### src/rtl/pll_pwrdn_pkg.sv
package pll_pwrdn_pkg;

   typedef enum logic [1:0] {
      ST_RUN   = 2'd0,
      ST_DRAIN = 2'd1,
      ST_DOWN  = 2'd2
   } loop_st_e;

   localparam int unsigned MAX_LOOPS = 8;

endpackage

### src/rtl/pll_pwrdn_fsm.sv
module pll_pwrdn_fsm
   import pll_pwrdn_pkg::*;
(
   input  logic clk,
   input  logic rst_n,
   input  logic pd_i,
   input  logic tri_i,
   input  logic up_i,
   input  logic dn_i,
   output logic cp_en_o,
   output logic cp_hiz_o,
   output logic cnt_rst_o,
   output logic pd_stat_o
);

   loop_st_e st_q;
   loop_st_e st_d;
   logic     busy;
   logic     stat_q;

   assign busy = up_i | dn_i;

   always_comb begin
      st_d = st_q;
      case (st_q)
         ST_RUN: begin
            if (pd_i) begin
               if (tri_i || !busy) st_d = ST_DOWN;
               else                st_d = ST_DRAIN;
            end
         end
         ST_DRAIN: begin
            if (!pd_i)                st_d = ST_RUN;
            else if (tri_i || !busy) st_d = ST_DOWN;
         end
         ST_DOWN: begin
            if (!pd_i) st_d = ST_RUN;
         end
         default: st_d = ST_RUN;
      endcase
   end

   always_ff @(posedge clk or negedge rst_n) begin
      if (!rst_n) begin
         st_q   <= ST_RUN;
         stat_q <= 1'b0;
      end else begin
         st_q   <= st_d;
         stat_q <= (st_q == ST_DOWN) && (st_d == ST_DOWN);
      end
   end

   assign cp_en_o   = (st_q == ST_RUN);
   assign cnt_rst_o = (st_q == ST_DOWN);
   assign cp_hiz_o  = tri_i | (st_q == ST_DOWN);
   assign pd_stat_o = stat_q;

endmodule

### src/rtl/pll_pwrdn_refgate.sv
module pll_pwrdn_refgate #(
   parameter int unsigned N = 2
) (
   input  logic [N-1:0] loop_rst_i,
   output logic         ref_en_o
);

   assign ref_en_o = ~(&loop_rst_i);

endmodule

### src/rtl/pll_loop_pwrdn.sv
module pll_loop_pwrdn
   import pll_pwrdn_pkg::*;
#(
   parameter int unsigned NUM_LOOPS  = 2,
   parameter int unsigned REG_INPUTS = 0
) (
   input  logic                 clk,
   input  logic                 rst_n,
   input  logic [NUM_LOOPS-1:0] pd_req,
   input  logic [NUM_LOOPS-1:0] tri_req,
   input  logic [NUM_LOOPS-1:0] pfd_up,
   input  logic [NUM_LOOPS-1:0] pfd_dn,
   output logic [NUM_LOOPS-1:0] cp_en,
   output logic [NUM_LOOPS-1:0] cp_hiz,
   output logic [NUM_LOOPS-1:0] cnt_rst,
   output logic [NUM_LOOPS-1:0] pd_stat,
   output logic                 ref_buf_en
);

   localparam int unsigned CAP_W = 4 * NUM_LOOPS;

   generate
      if (NUM_LOOPS < 1 || NUM_LOOPS > MAX_LOOPS) begin : g_bad_loops
         $error("pll_loop_pwrdn: NUM_LOOPS out of range");
      end
      if (REG_INPUTS > 1) begin : g_bad_reg
         $error("pll_loop_pwrdn: REG_INPUTS must be 0 or 1");
      end
   endgenerate

   logic [CAP_W-1:0]     cap_raw;
   logic [CAP_W-1:0]     cap_out;
   logic [NUM_LOOPS-1:0] pd_c;
   logic [NUM_LOOPS-1:0] tri_c;
   logic [NUM_LOOPS-1:0] up_c;
   logic [NUM_LOOPS-1:0] dn_c;

   assign cap_raw = {pfd_dn, pfd_up, tri_req, pd_req};

   generate
      if (REG_INPUTS == 1) begin : g_cap_reg
         logic [CAP_W-1:0] cap_q;
         always_ff @(posedge clk or negedge rst_n) begin
            if (!rst_n) cap_q <= '0;
            else        cap_q <= cap_raw;
         end
         assign cap_out = cap_q;
      end else begin : g_cap_wire
         assign cap_out = cap_raw;
      end
   endgenerate

   assign pd_c  = cap_out[0*NUM_LOOPS +: NUM_LOOPS];
   assign tri_c = cap_out[1*NUM_LOOPS +: NUM_LOOPS];
   assign up_c  = cap_out[2*NUM_LOOPS +: NUM_LOOPS];
   assign dn_c  = cap_out[3*NUM_LOOPS +: NUM_LOOPS];

   generate
      for (genvar gi = 0; gi < NUM_LOOPS; gi++) begin : g_loop
         pll_pwrdn_fsm i_fsm (
            .clk       (clk),
            .rst_n     (rst_n),
            .pd_i      (pd_c[gi]),
            .tri_i     (tri_c[gi]),
            .up_i      (up_c[gi]),
            .dn_i      (dn_c[gi]),
            .cp_en_o   (cp_en[gi]),
            .cp_hiz_o  (cp_hiz[gi]),
            .cnt_rst_o (cnt_rst[gi]),
            .pd_stat_o (pd_stat[gi])
         );
      end
   endgenerate

   pll_pwrdn_refgate #(.N(NUM_LOOPS)) i_refgate (
      .loop_rst_i (cnt_rst),
      .ref_en_o   (ref_buf_en)
   );

endmodule

### config.mk
export PLATFORM = sky130hd
export DESIGN_NAME = pll_loop_pwrdn
export DESIGN_NICKNAME = d
export VERILOG_FILES = /design/src/rtl/pll_pwrdn_pkg.sv /design/src/rtl/pll_pwrdn_fsm.sv /design/src/rtl/pll_pwrdn_refgate.sv /design/src/rtl/pll_loop_pwrdn.sv
export SDC_FILE = /design/constraint.sdc
export NUM_CORES = 1
export LEC_CHECK = 0
export BUFFER_PORTS_ARGS = -buffer_cell sky130_fd_sc_hd__buf_2
export CAP_MARGIN = 10
export CORE_AREA = 5 5 42 44
export DETAILED_ROUTE_END_ITERATION = 12
export DIE_AREA = 0 0 47 49
export PLACE_DENSITY = 0.57
export SYNTH_ARGS = -nofsm -noshare
export SYNTH_HDL_FRONTEND = slang
export SYNTH_SLANG_ARGS = --single-unit
### constraint.sdc
create_clock -name clk -period 1.45 [get_ports clk]
set_input_delay 0.435 -clock clk [delete_from_list [all_inputs] [get_ports clk]]
set_output_delay 0.435 -clock clk [all_outputs]
set_load 0.03 [all_outputs]
==> impl_metrics.env, run 1 <==
export IMPL_status="finished with violations"
export IMPL_violations="setup timing"
export IMPL_chipHeight_um=49
export IMPL_maxCapViolations=0
export IMPL_syn_avg_cell_area_um2=10.5
export IMPL_crit_arrival_ns=1.11
export IMPL_cellPowerDensity_nw_per_um2=1010
export IMPL_synth_cells=31
export IMPL_vias=253
export IMPL_period_share=1.07
export IMPL_r2r_start="g_loop[1].i_fsm.st_q[1]"
export IMPL_dr_first_iter_drc_count=3
export IMPL_worstPathRequired_ns=1.02
export IMPL_num_rows=14
export IMPL_worst_slack_ns=-0.0983
export IMPL_fmax_mhz=646
export IMPL_peakVddDrop_mv=0.700
export IMPL_drtPass1Iterations=2
export IMPL_antenna_cells=0
export IMPL_tritoncts="done"
export IMPL_grt_usage=0.0602
export IMPL_clk_latency_ns=0.24
export IMPL_synth_seq_area_share=0.460
export IMPL_placed_cell_area_um2=392
export IMPL_relSlewSlack=0.832
export IMPL_syn_num_nets=41
export IMPL_num_io_pins=19
export IMPL_portBuffers=18
export IMPL_setup_viol=3
export IMPL_final_cell_mix="12 x buf_2, 6 x buf_6, 5 x dfrtp_1"
export IMPL_cts_sinks=6
export IMPL_fin_area_um2=475
export IMPL_synth_top_area_cell="dfrtp_1"
export IMPL_core_um2=1400
export IMPL_wl_per_cell_um=9.76
export IMPL_clk_transition_reported_paths_ns=0.05
export IMPL_cts_buffer_depth=2
export IMPL_grt_max_degree=7
export IMPL_tns_ns=-0.202
export IMPL_h_tree_depth=1
export IMPL_synth_seq_cells=6
export IMPL_seqCellArea_um2=151
export IMPL_crit_start="g_loop[0].i_fsm.st_q[1]"
export IMPL_synthTopCellsByArea="dfrtp_1 46%, buf_4 18%, nor2b_4 8.4%"
export IMPL_hold_class="in -> async"
export IMPL_dieArea_um2=2300
export IMPL_grt_pass1_wl_um=972
export IMPL_start_util=0.233
export IMPL_synth_cell_type_count=9
export IMPL_hold_slack_ns=0.0104
export IMPL_synth_top_cell_area_share=0.460
export IMPL_path_class="reg -> out"
export IMPL_finalNetCount=59
export IMPL_fill_cells=150
export IMPL_gp_congestion=0.715
export IMPL_tritoncts_num_buffers=3
export IMPL_final_common_cell="buf_2"
export IMPL_tightest_slew_ns=0.249
export IMPL_rsz0062_at_grt="true"
export IMPL_antenna_found_initial=0
export IMPL_grt_overflow_total=0
export IMPL_slew_violations=0
export IMPL_p_leak_nw=0.239
export IMPL_grt_pass1_vias=259
export IMPL_drive_above_1_share=0.617
export IMPL_cp_end_kind="output port"
export IMPL_area_growth_pct=45.6
export IMPL_viasPerCell=4.02
export IMPL_multiInputGateArea_um2=131
export IMPL_critPathMaxFanout=4
export IMPL_synth_warnings=0
export IMPL_wirelength_um=615
export IMPL_cts_root_buf="clkbuf_4"
export IMPL_startpoint_type="register"
export IMPL_ant_nets=0
export IMPL_hold_viol_final=0
export IMPL_finClkSkew_ns=0.00403
export IMPL_route_detailed_drc=0
export IMPL_die_w_um=47
export IMPL_timing_final_crit_period_ns=1.55
export IMPL_syn_area_um2=327
worst paths after layout:
path	to	slack [ns]	cells past startpoint
hold reg to reg	g_loop[1].i_fsm.st_q[0]	0.57	2
hold / removal	g_loop[1].i_fsm.st_q[1]	0.01	1
max in group asynchronous	g_loop[0].i_fsm.st_q[0]	1.28	1
min in group clk	g_loop[0].i_fsm.st_q[0]	0.38	2
setup / recovery	cp_hiz[0]	-0.1	3
setup reg to reg	g_loop[1].i_fsm.st_q[1]	0.47	2
layer usage:
metal,routed length [µm],global-route usage
met1,237,0.0583
met2,320,0.0950
met3,57,0.0627
met4,0,0
met5,0,0
layout make-up:
class	count	area share
sequential	6	0.318
multi-input combinational	17	0.276
tap	16	0.0421
clock buffer	3	0.0474
timing repair buffer	21	0.316
registers in the layout (all words and copies together) (netlist names):
| register | count |
|---|---|
| g_loop.i_fsm.st_q | 4 |
| g_loop.i_fsm.pd_stat_o | 2 |
metrics by stage:
| stage | setup slack [ns] | util | cells | power, mW |
|---|---|---|---|---|
| 2_1_floorplan | 0.134 | - | 31 | 0.285 |
| 3_3_place_gp | 0.0811 | 0.279 | 59 | 0.306 |
| 3_5_place_dp | 0.0782 | 0.279 | 59 | 0.307 |
| 4_1_cts | -0.103 | 0.322 | 63 | 0.477 |
| 5_1_grt | -0.144 | 0.339 | 63 | 0.517 |
| 6_report | -0.0983 | 0.339 | 63 | 0.482 |
cells by family (layout without fill, tap and decap cells):
| family | after synthesis | count (layout) | share of synthesized area |
|---|---|---|---|
| flops | 6 | 6 | 0.460 |
| buf+inv | 8 | 24 | 0.184 |
| simple gates | 15 | 15 | 0.295 |
| compound gates | 2 | 2 | 0.0613 |
where the power goes:
part | total, mW | switching [mW] | internal (mW)
Sequential | 0.185 | 0.00662 | 0.179
Clock | 0.149 | 0.0560 | 0.0933
Combinational | 0.147 | 0.0793 | 0.0676
Total | 0.482 | 0.142 | 0.340
critical path, stage by stage, from the launching register on:
cell	delay, ns
dfrtp_1	0.38
nor2b_4	0.14
or2_1	0.22
buf_6	0.14
Yosys cell counts (all sizes together):
cell type / count
buf: 8
dfrtp: 6
nor2: 4
nand2: 3
and2: 2
nor2b: 2
nor4b: 2
o311a: 2
or2: 2
timing repair:
action                                  CTS  global route
resized for setup                        10             8
hold buffers                              0             0
setup buffers                             1             0
pin swaps                                 0             0
endpoints found under the hold margin     0             0
endpoints found under the setup margin    5             7
Power figures use the tool's default switching activity.
==> inputs of run 2 (changes only) <==
--- a/config.mk
+++ b/config.mk
@@ -7,10 +7,12 @@
 export LEC_CHECK = 0
 export BUFFER_PORTS_ARGS = -buffer_cell sky130_fd_sc_hd__buf_2
 export CAP_MARGIN = 10
+export CELL_PAD_IN_SITES_DETAIL_PLACEMENT = 0
+export CELL_PAD_IN_SITES_GLOBAL_PLACEMENT = 1
 export CORE_AREA = 5 5 42 44
 export DETAILED_ROUTE_END_ITERATION = 12
 export DIE_AREA = 0 0 47 49
-export PLACE_DENSITY = 0.57
+export PLACE_DENSITY = 0.72
 export SYNTH_ARGS = -nofsm -noshare
 export SYNTH_HDL_FRONTEND = slang
 export SYNTH_SLANG_ARGS = --single-unit
==> run 2 against run 1 <==
The run still ends with setup timing left. Sequential share of layout area is 0.77 points higher. Global-route usage hardly changed. Clock skew is 0.00089 ns higher. Non-clock buffer count stayed put. Cell count stayed put. Total power is 2.5% lower. Clock power hardly changed. Utilization is 1.1 points lower. Sequential power hardly changed. Setup slack better by 0.013 ns. Critical path type unchanged.
==> impl_metrics.env, run 2 (same netlist as run 1, synthesis figures left out) <==
export IMPL_status="finished with violations"
export IMPL_violations="setup timing"
export IMPL_final_cells=63
export IMPL_grt_util_met3=0.0443
export IMPL_cts_sinks=6
export IMPL_met1_usage=0.0631
export IMPL_grt_max_degree=7
export IMPL_grt_pass1_wl_um=924
export IMPL_hold_slack_ns=0.387
export IMPL_wl_per_cell_um=9.38
export IMPL_p_leak_nw=0.235
export IMPL_cts_buffer_depth=2
export IMPL_grt_pass1_vias=245
export IMPL_r2r_end="g_loop[1].i_fsm.st_q[1]"
export IMPL_r2r_start="g_loop[1].i_fsm.st_q[1]"
export IMPL_rsz0062_at_grt="true"
export IMPL_die_w_um=47
export IMPL_slew_violations=0
export IMPL_use_met2=0.0747
export IMPL_relSlewSlack=0.817
export IMPL_total_power_mw=0.469
export IMPL_hold_path_end="g_loop[0].i_fsm.st_q[0]"
export IMPL_worstPathRequired_ns=1.02
export IMPL_critPathMaxFanout=4
export IMPL_period_share=1.06
export IMPL_start_util=0.233
export IMPL_crit_arrival_ns=1.10
export IMPL_peakVddDrop_mv=0.528
export IMPL_finClkSkew_ns=0.00493
export IMPL_num_io_pins=19
export IMPL_vias=268
export IMPL_grt_usage=0.0603
export IMPL_clk_transition_reported_paths_ns=0.04
export IMPL_placed_cell_area_um2=392
export IMPL_min_delay_start="tri_req[0]"
export IMPL_largest_reg_flops=4
export IMPL_cp_end_kind="output port"
export IMPL_fin_area_um2=460
export IMPL_finalNetCount=59
export IMPL_dr_first_iter_drc_count=0
export IMPL_clk_latency_ns=0.24
export IMPL_wirelength_um=591
export IMPL_num_rows=14
export IMPL_timing_final_crit_period_ns=1.54
export IMPL_fmax_mhz=651
export IMPL_portBuffers=18
export IMPL_tritoncts="done"
export IMPL_largest_register="g_loop.i_fsm.st_q"
export IMPL_antenna_found_initial=0
export IMPL_maxCapViolations=0
export IMPL_final_cell_mix="12 x buf_2, 6 x dfrtp_1, 5 x buf_6"
export IMPL_gp_congestion=0.701
export IMPL_cts_root_buf="clkbuf_4"
export IMPL_grt_overflow_total=0
export IMPL_area_growth_pct=41.0
export IMPL_worstHoldPathCells=2
export IMPL_tritoncts_num_buffers=3
export IMPL_drive_above_1_share=0.553
export IMPL_dieArea_um2=2300
export IMPL_pre_cts_slack_ns=0.0758
export IMPL_hold_class="in -> reg"
export IMPL_core_um2=1400
export IMPL_h_tree_depth=1
export IMPL_reg2reg_slack_ns=0.47
export IMPL_placed_cells=59
export IMPL_drtPass1Iterations=1
export IMPL_r2r_cells=2
export IMPL_tightest_slew_ns=0.270
export IMPL_ant_nets=0
export IMPL_setup_viol=3
export IMPL_chipHeight_um=49
export IMPL_viasPerCell=4.25
export IMPL_route_detailed_drc=0
export IMPL_cellPowerDensity_nw_per_um2=1020
export IMPL_startpoint_type="register"
export IMPL_grt_busiest_layer="met2"
export IMPL_antenna_cells=0
export IMPL_final_common_cell="buf_2"
export IMPL_hold_viol_final=0
export IMPL_worst_slack_ns=-0.0851
export IMPL_path_class="reg -> out"
export IMPL_hpwl_um=513
-- run 2: layer usage --
layer  part of all wire  vias up
li1                   -      129
met1               0.36      122
met2               0.47       12
met3               0.13        5
met4              0.034        0
met5                  0        -
-- run 2: worst max-delay path, stage by stage, from the launching register on --
cell and delay, ns:
dfrtp_1 0.37, nor2b_4 0.14, or2_1 0.21, buf_6 0.14
-- run 2: final cells by class --
cell class	count	area (µm²)
clock buffer	3	22.5
fill	165	941
multi-input combinational	17	119
sequential	6	150
tap	16	20.0
timing repair buffer	21	149
-- run 2: how the worst max path moves through the flow --
stage	start	end	slack (ns)	depth (start not counted)
after floorplan	g_loop[1].i_fsm.st_q[1]	cp_hiz[1]	0.13	3
after global placement	tri_req[0]	cp_hiz[0]	0.08	3
after detailed placement	tri_req[0]	cp_hiz[0]	0.08	3
after CTS	g_loop[0].i_fsm.st_q[1]	cp_hiz[0]	-0.1	3
after global routing	g_loop[0].i_fsm.st_q[1]	cp_hiz[0]	-0.13	3
final	g_loop[1].i_fsm.st_q[1]	cp_hiz[1]	-0.09	3
-- run 2: through the flow --
stage	TNS [ns]	util
2_1_floorplan	0	-
4_1_cts	-0.209	0.317
6_report	-0.183	0.329
3_3_place_gp	0	0.279
5_1_grt	-0.460	0.329
3_5_place_dp	0	0.279
-- run 2: power by group --
part | internal [mW] | switching, mW | leakage [nW]
registers | 0.179 | 0.00649 | 0.0783
logic | 0.0632 | 0.0746 | 0.143
clock network | 0.0931 | 0.0533 | 0.0138
-- run 2: what timing repair did --
item,4_1_cts,5_1_grt
resized for setup,10,3
endpoints found under the setup margin,6,7
endpoints found under the hold margin,0,6
hold buffers,0,1
buffers inserted,0,0
==> inputs of run 3 (changes only) <==
--- a/config.mk
+++ b/config.mk
@@ -12,7 +12,8 @@
 export CORE_AREA = 5 5 42 44
 export DETAILED_ROUTE_END_ITERATION = 12
 export DIE_AREA = 0 0 47 49
-export PLACE_DENSITY = 0.72
+export PLACE_DENSITY = 0.65
 export SYNTH_ARGS = -nofsm -noshare
 export SYNTH_HDL_FRONTEND = slang
+export SYNTH_HIERARCHICAL = 1
 export SYNTH_SLANG_ARGS = --single-unit
==> run 3 against run 2 <==
The flow still finishes with violations (setup timing). Sequential share of layout area is 0.86 points lower. Synthesized area is 18% lower. Setup slack worse by 0.0064 ns. Register-to-register slack hardly changed. Combinational power is 5% higher. Flip-flop and latch count stayed put. Largest cell class is now non-clock buffers.
==> impl_metrics.env, run 3 <==
export IMPL_path_class="reg -> out"
export IMPL_cellPowerDensity_nw_per_um2=1020
export IMPL_die_w_um=47
export IMPL_hpwl_um=558
export IMPL_fmax_mhz=649
export IMPL_wl_per_cell_um=11.0
export IMPL_drtPass1Iterations=4
export IMPL_synth_top_cell_area_share=0.563
export IMPL_final_common_cell="buf_2"
export IMPL_wirelength_um=702
export IMPL_synth_edff_count=0
export IMPL_synth_seq_area_share=0.563
export IMPL_synth_top_area_cell="dfrtp_1"
export IMPL_tritoncts_num_buffers=3
export IMPL_synth_compound_area_frac=0.0751
export IMPL_relSlewSlack=0.841
export IMPL_top_layer="met3"
export IMPL_reg2reg_slack_ns=0.47
export IMPL_clk_latency_ns=0.24
export IMPL_yosys_area_share_simple=0.362
export IMPL_gp_congestion=0.737
export IMPL_num_io_pins=19
export IMPL_vias=271
export IMPL_syn_area_um2=267
export IMPL_synthMuxAreaShare=0
export IMPL_synthTopCellsByArea="dfrtp_1 56%, nor2b_4 10%, o311a_1 7.5%"
export IMPL_final_cell_mix="12 x buf_2, 6 x dfrtp_1, 5 x buf_6"
export IMPL_ant_nets=0
export IMPL_yosys_area_share_adder=0
export IMPL_worst_slack_ns=-0.0915
export IMPL_dr_first_iter_drc_count=3
export IMPL_largest_reg_flops=4
export IMPL_hold_viol_final=0
export IMPL_chipHeight_um=49
export IMPL_period_share=1.06
export IMPL_maxCapViolations=0
export IMPL_grt_usage=0.0778
export IMPL_num_rows=14
export IMPL_synth_seq_cells=6
export IMPL_yosysMostFrequentCell="dfrtp_1"
export IMPL_cts_sinks=6
export IMPL_r2r_start="g_loop[0].i_fsm/st_q[1]"
export IMPL_area_growth_pct=77.5
export IMPL_placed_cell_area_um2=392
export IMPL_antenna_found_initial=0
export IMPL_setup_viol=4
export IMPL_route_detailed_drc=0
export IMPL_critPathMaxFanout=4
export IMPL_synth_top_family_by_area="simple AND/OR/NAND/NOR gates"
export IMPL_synth_warnings=6
export IMPL_grt_overflow_total=0
export IMPL_synth_cells=23
export IMPL_finClkSkew_ns=0.00677
export IMPL_p_leak_nw=0.241
export IMPL_synth_cell_type_count=8
export IMPL_antenna_cells=0
export IMPL_drt_met1_wl_um=316
export IMPL_cts_root_buf="clkbuf_4"
export IMPL_met3WireLength_um=124
export IMPL_finalNetCount=60
export IMPL_rsz0062_at_grt="true"
export IMPL_synthArstFlopShare=1.00
export IMPL_min_delay_start="tri_req[0]"
export IMPL_startpoint_type="register"
export IMPL_timing_final_crit_period_ns=1.54
export IMPL_h_tree_depth=1
export IMPL_crit_start="g_loop[0].i_fsm/st_q[1]"
export IMPL_syn_avg_cell_area_um2=11.6
export IMPL_ys_flop_type="dfrtp_1"
export IMPL_final_util=0.338
export IMPL_syn_num_nets=33
export IMPL_synth_xor_area_share=0
export IMPL_dieArea_um2=2300
export IMPL_viasPerCell=4.23
export IMPL_fill_cells=150
export IMPL_peakVddDrop_mv=0.492
export IMPL_fin_area_um2=473
export IMPL_crit_arrival_ns=1.11
export IMPL_worstPathRequired_ns=1.02
export IMPL_cp_end_kind="output port"
export IMPL_grt_max_degree=7
export IMPL_tightest_slew_ns=0.235
export IMPL_slew_violations=0
export IMPL_clk_transition_reported_paths_ns=0.05
export IMPL_synth_common_cells="6 x dfrtp_1, 4 x nor2_1, 3 x nand2_1"
export IMPL_wl_met2_um=261
export IMPL_hold_class="in -> reg"
export IMPL_start_util=0.190
export IMPL_drive_above_1_share=0.563
export IMPL_grt_pass1_vias=297
export IMPL_violations="setup timing"
export IMPL_core_um2=1400
export IMPL_largest_register="g_loop.i_fsm/st_q"
export IMPL_status="finished with violations"
export IMPL_cts_buffer_depth=2
export IMPL_tritoncts="done"
export IMPL_portBuffers=18
export IMPL_grt_pass1_wl_mm=1.23
run 3: cell types whose count changed in the layout (fill, tap and decap cells not counted):
| cell | before | now |
|---|---|---|
| nor2_4 | 0 | 1 |
| buf_4 | 3 | 4 |
| nor2_2 | 1 | 0 |
run 3: final cells by class:
class | count | area, µm² | area share
Clock buffer | 3 | 22.5 | 0.0476
Tap cell | 16 | 20.0 | 0.0423
Sequential cell | 6 | 150 | 0.317
Timing Repair Buffer | 22 | 156 | 0.331
Multi-Input combinational cell | 17 | 124 | 0.262
run 3: cells by family (layout without fill, tap and decap cells):
logic type,after synthesis,count (layout)
buffers and inverters,0,25
AOI/OAI and AO/OA,2,2
and+or+nand+nor,15,15
DFF,6,6
run 3: final timing paths:
kind                                              to  depth (start not counted)
setup / recovery                           cp_hiz[0]                          3
hold / removal               g_loop[0].i_fsm/st_q[0]                          2
setup reg to reg             g_loop[0].i_fsm/st_q[1]                          2
hold reg to reg              g_loop[1].i_fsm/st_q[0]                          2
max in group asynchronous  g_loop[0].i_fsm/pd_stat_o                          2
min in group asynchronous    g_loop[1].i_fsm/st_q[1]                          2
run 3: where the power goes:
part           total (mW)  internal [mW]  leakage [nW]  switching (mW)
Combinational       0.145         0.0656         0.149          0.0790
Clock               0.152         0.0935        0.0138          0.0585
Sequential          0.185          0.178        0.0783         0.00630
run 3: repair_timing:
action,in CTS,in global routing
endpoints found under the hold margin,0,3
setup endpoints to repair,7,7
hold buffers,0,1
pin swaps,0,0
resized for setup,12,2
buffers inserted,1,0
run 3: critical path, stage by stage (launching register included):
cell,delay (ns)
dfrtp_1,0.37
nor2b_4,0.14
or2_1,0.22
buf_6,0.14
run 3: layer usage:
layer,vias up,global-route usage
li1,133,-
met1,117,0.0982
met2,21,0.0928
met3,0,0.0590
met4,0,0.0415
met5,-,0
run 3: metrics by stage:
step / total power, mW / instances / hold WS [ns] / TNS [ns] / setup WS, ns
floorplan: 0.259 / 23 / 0.139 / 0 / 0.0573
global placement: 0.308 / 59 / 0.268 / 0 / 0.0836
finish: 0.481 / 64 / 0.381 / -0.190 / -0.0915
CTS: 0.487 / 63 / 0.00530 / -0.248 / -0.104
global route: 0.521 / 64 / 0.367 / -0.668 / -0.156
detailed placement: 0.308 / 59 / 0.268 / 0 / 0.0846
